==> config.mk <==
export PLATFORM = sky130hd
export DESIGN_NAME = cmd_seq_detect
export DESIGN_NICKNAME = d
export VERILOG_FILES = /design/src/rtl/sqd_pkg.sv /design/src/rtl/sqd_key_cmp.sv /design/src/rtl/sqd_step_ctrl.sv /design/src/rtl/sqd_cmd_out.sv /design/src/rtl/cmd_seq_detect.sv
export SDC_FILE = /design/constraint.sdc
export NUM_CORES = 1
export LEC_CHECK = 0
export BUFFER_PORTS_ARGS = -buffer_cell sky130_fd_sc_hd__buf_2
export CORE_AREA = 2 2 39 41
export CTS_BUF_LIST = sky130_fd_sc_hd__clkbuf_4
export DETAILED_ROUTE_END_ITERATION = 10
export DIE_AREA = 0 0 41 43
export PLACE_DENSITY = 0.8
export SYNTH_ARGS = -nofsm -noshare
export SYNTH_HDL_FRONTEND = slang
export SYNTH_SLANG_ARGS = --single-unit
==> constraint.sdc <==
create_clock -name clk -period 2.1 [get_ports clk]
set_clock_uncertainty 0.05 [all_clocks]
set_input_delay 0.315 -clock clk [delete_from_list [all_inputs] [get_ports clk]]
set_output_delay 0.315 -clock clk [all_outputs]
set_load 0.02 [all_outputs]
==> src/rtl/sqd_pkg.sv <==
package sqd_pkg;

  // Command selected by the final read of a completed prefix.
  typedef enum logic [1:0] {
    CMD_NONE   = 2'd0,
    CMD_STORE  = 2'd1,
    CMD_RECALL = 2'd2
  } sqd_cmd_e;

  // Store wins if both final keys were ever set equal.
  function automatic sqd_cmd_e sqd_pick(input logic at_end, input logic hit_st,
                                        input logic hit_rc);
    if (!at_end)     return CMD_NONE;
    else if (hit_st) return CMD_STORE;
    else if (hit_rc) return CMD_RECALL;
    else             return CMD_NONE;
  endfunction

endpackage

==> src/rtl/sqd_key_cmp.sv <==
module sqd_key_cmp #(
  parameter int                ADDR_W = 15,
  parameter int                PRE_LEN = 5,
  parameter logic [ADDR_W-1:0] PRE_KEYS [PRE_LEN] = '{default: '0},
  parameter logic [ADDR_W-1:0] STORE_KEY  = '0,
  parameter logic [ADDR_W-1:0] RECALL_KEY = '0
) (
  input  logic [ADDR_W-1:0]  addr,
  output logic [PRE_LEN-1:0] pre_eq,
  output logic               st_eq,
  output logic               rc_eq
);

  // One comparator per prefix key, all evaluated in parallel.
  for (genvar g = 0; g < PRE_LEN; g++) begin : g_cmp
    assign pre_eq[g] = (addr == PRE_KEYS[g]);
  end

  assign st_eq = (addr == STORE_KEY);
  assign rc_eq = (addr == RECALL_KEY);

endmodule

==> src/rtl/sqd_step_ctrl.sv <==
module sqd_step_ctrl
  import sqd_pkg::*;
#(
  parameter int PRE_LEN = 5,
  localparam int SW = $clog2(PRE_LEN + 1)
) (
  input  logic               clk,
  input  logic               rst,
  input  logic               take,
  input  logic               is_wr,
  input  logic [PRE_LEN-1:0] pre_eq,
  input  logic               st_eq,
  input  logic               rc_eq,
  output logic [SW-1:0]      step,
  output logic               ev_adv,
  output logic               ev_restart,
  output logic               ev_abort,
  output logic               ev_store,
  output logic               ev_recall
);

  localparam logic [SW-1:0] LAST = SW'(PRE_LEN);

  logic     rd;
  logic     at_end;
  logic     exp_hit;
  sqd_cmd_e cmd;

  always_comb begin
    exp_hit = 1'b0;
    for (int i = 0; i < PRE_LEN; i++) begin
      if (step == SW'(i)) exp_hit = pre_eq[i];
    end
  end

  assign rd         = take && !is_wr;
  assign at_end     = (step == LAST);
  assign cmd        = sqd_pick(at_end, st_eq, rc_eq);
  assign ev_store   = rd && (cmd == CMD_STORE);
  assign ev_recall  = rd && (cmd == CMD_RECALL);
  assign ev_adv     = rd && exp_hit;
  assign ev_restart = rd && !exp_hit && (cmd == CMD_NONE) && pre_eq[0];
  assign ev_abort   = take && !ev_adv && !ev_store && !ev_recall;

  always_ff @(posedge clk) begin
    if (rst)             step <= '0;
    else if (ev_adv)     step <= step + 1'b1;
    else if (ev_restart) step <= SW'(1);
    else if (take)       step <= '0;
  end

endmodule

==> src/rtl/sqd_cmd_out.sv <==
module sqd_cmd_out (
  input  logic clk,
  input  logic rst,
  input  logic ev_store,
  input  logic ev_recall,
  output logic store_o,
  output logic recall_o
);

  always_ff @(posedge clk) begin
    if (rst) begin
      store_o  <= 1'b0;
      recall_o <= 1'b0;
    end else begin
      store_o  <= ev_store;
      recall_o <= ev_recall;
    end
  end

endmodule

==> src/rtl/cmd_seq_detect.sv <==
module cmd_seq_detect #(
  parameter int                ADDR_W  = 15,
  parameter int                PRE_LEN = 5,
  parameter logic [ADDR_W-1:0] PRE_KEYS [PRE_LEN] =
    '{15'h0E38, 15'h31C7, 15'h03E0, 15'h3C1F, 15'h303F},
  parameter logic [ADDR_W-1:0] STORE_KEY  = 15'h0FC0,
  parameter logic [ADDR_W-1:0] RECALL_KEY = 15'h0C63
) (
  input  logic              clk,
  input  logic              rst,
  input  logic              acc_vld,
  input  logic              acc_wr,
  input  logic [ADDR_W-1:0] acc_addr,
  input  logic              busy,
  output logic              store_o,
  output logic              recall_o
);

  localparam int SW = $clog2(PRE_LEN + 1);

  // Named internal events, visible to the bound checker.
  logic               take;
  logic [PRE_LEN-1:0] pre_eq;
  logic               st_eq;
  logic               rc_eq;
  logic [SW-1:0]      step;
  logic               ev_adv;
  logic               ev_restart;
  logic               ev_abort;
  logic               ev_store;
  logic               ev_recall;

  assign take = acc_vld && !busy;

  sqd_key_cmp #(
    .ADDR_W    (ADDR_W),
    .PRE_LEN   (PRE_LEN),
    .PRE_KEYS  (PRE_KEYS),
    .STORE_KEY (STORE_KEY),
    .RECALL_KEY(RECALL_KEY)
  ) u_cmp (
    .addr  (acc_addr),
    .pre_eq(pre_eq),
    .st_eq (st_eq),
    .rc_eq (rc_eq)
  );

  sqd_step_ctrl #(
    .PRE_LEN(PRE_LEN)
  ) u_ctrl (
    .clk       (clk),
    .rst       (rst),
    .take      (take),
    .is_wr     (acc_wr),
    .pre_eq    (pre_eq),
    .st_eq     (st_eq),
    .rc_eq     (rc_eq),
    .step      (step),
    .ev_adv    (ev_adv),
    .ev_restart(ev_restart),
    .ev_abort  (ev_abort),
    .ev_store  (ev_store),
    .ev_recall (ev_recall)
  );

  sqd_cmd_out u_out (
    .clk      (clk),
    .rst      (rst),
    .ev_store (ev_store),
    .ev_recall(ev_recall),
    .store_o  (store_o),
    .recall_o (recall_o)
  );

endmodule

==> qor.txt <==
Worst-path clk slew - 40 ps
Tightest Pin Transition - 476 ps
Worst Path Arrival - 1960 ps
Post-Syn Area - 613 µm²
post_cts resized - 0
Ant. Diodes - 0
P_leak - 0.312 nW
core area - 1380 µm²
VDD IR-drop max - 0.270 mV
cell count after synthesis - 78
Starting Density - 44.3%
WL/cell - 13.3 µm
antenna violations before repair - 0
Filler Cells Inserted - 137
critical path required time - 2160 ps
RSZ-0062 raised after global routing - no
io pins - 22
largest area contributor in the netlist - dfxtp_1
number of synthesized flops with an enable pin - 0
DRC viols - 0
largest net degree at the start of global routing - 9
CTS buffer count - 3
crit start category - register
vias in the first global route - 647
synth warn - 0
synthesis-to-finish area growth - 25.3%
pwr dens - 347 nW/µm²
Syn Area/Cell - 7.86 µm²
ys async rst share - 0%
count leader, synth - nor2_1
antenna-violating nets left - 0
Post-layout nets - 129
DR pass1 iterations - 4
latest clock arrival within the worst-skew pair - 230 ps
total power - 0.266 mW
Tmin final - 1910 ps
Net Count, Synth - 103
initial drt markers - 27
number of max-cap violations - 0
critical path endpoint category - register
row cnt - 14
fmax - 524 MHz
Tot GR Track Use - 20.6%
ys flop type - dfxtp_1
CTS tree - done
status - complete, no violations
Post-Route WL - 1590 µm
Slew Limit Fails - 0
count of cell types in the netlist - 33
Placer Congestion - 0.920
Post-CTS Setup Inserts - 0
Yosys reg bits - 5
register area share after synthesis - 16.3%
Tcrit/Tclk final - 90.8%
Port Buf Inserts - 21
Crit Path Max Fanout - 6
first-pass GRT wire length - 2550 µm
FF-to-FF setup slack - 190 ps
area fraction of the dominant cell type after synthesis - 16.3%
clock sink total - 5
Final TNS setup - 0 ps
grt ovf - 0
Die Height - 43 µm
share of layout cells above drive strength 1 - 35.9%
post-detail-place hpwl - 1350 µm
clk buf depth - 2
Slew headroom - 68.0%
count of final setup violators - 0
routed vias - 686
ranking of synthesized cells by area - dfxtp_1, ha_1, nor2_1
CTS Hold Bufs - 0
H-tree levels - 1
Hold Vio Cnt, Final - 0
DR vias/cell - 5.76
Die X - 41 µm
total die area - 1760 µm²
min-delay worst type - primary input to register
clock root buffer - clkbuf_4
critical path class - register to register
Commonest cells post-synth - nor2_1, nand2_1, dfxtp_1, ha_1, nand3_1
path summary, 6_finish.rpt:
kind / startpoint / cells after the start / to
setup / recovery: u_ctrl.step[0] / 7 / u_ctrl.step[0]
hold / removal: acc_addr[5] / 2 / u_out.store_o
setup reg to reg: u_ctrl.step[0] / 7 / u_ctrl.step[0]
hold reg to reg: u_ctrl.step[1] / 2 / u_ctrl.step[1]
per-stage QoR:
stage          instances  cell area [µm²]  worst slack (ps)  hold WS (ps)  utilization, %
6_report             119              768               193           255            55.5
5_1_grt              119              768              24.6           250            55.5
4_1_cts              119              768               204           243            55.5
3_5_place_dp         115              738               254           498            53.3
3_3_place_gp         115              738               292           507            53.3
2_1_floorplan         78              613               451           336               -
cell type report:
cell class | instances | area (µm²) | share of cell area, %
tap | 16 | 20.0 | 2.61
inverter | 3 | 11.3 | 1.47
sequential | 5 | 100 | 13.0
clock buffer | 4 | 30.0 | 3.91
timing repair buffer | 21 | 105 | 13.7
multi-input combinational | 70 | 502 | 65.3
sequential cells by signal, indices dropped and copies added (netlist names):
signal,cells
u_ctrl.step,3
u_out.recall_o,1
u_out.store_o,1
kinds of logic after synthesis:
group                      share of synthesized area [%]
adders and majority gates                           10.2
AOI/OAI and AO/OA                                   13.9
buffers and inverters                               1.84
and+or+nand+nor                                     57.8
DFF                                                 16.3
worst max-delay path: stages (launching register included):
cell and delay (ps):
dfxtp_1 410, ha_1 200, ha_1 180, nor2b_1 140, nand4b_1 200, o21a_1 240
o31ai_1 230, nand3_1 110
placed cells by master, fill, tap and decap left out, types with 2 or more instances in the layout:
cell / instances
nand3_1: 5
nand4b_1: 4
and2_1: 2
nor2_1: 10
clkbuf_4: 4
a21oi_1: 2
ha_1: 5
buf_2: 21
nand2_1: 7
nor3_1: 4
inv_1: 3
nand4_1: 3
nor4b_1: 2
nor2b_1: 2
o311ai_1: 2
a22oi_1: 3
dfxtp_1: 5
nor3_2: 2
where the power goes:
group / internal, mW / switching, mW
combinational: 0.0224 / 0.0279
clock: 0.0845 / 0.0362
sequential: 0.0953 / 0.000000192
total: 0.202 / 0.0641
metal layers:
metal | routed length, µm | vias up | track usage, %
met2 | 821 | 28 | 35.0
li1 | - | 352 | -
met3 | 79 | 2 | 5.76
met5 | 0 | - | 0
met4 | 17 | 0 | 7.33
met1 | 666 | 304 | 22.8
(Power assumes the default switching activity.)
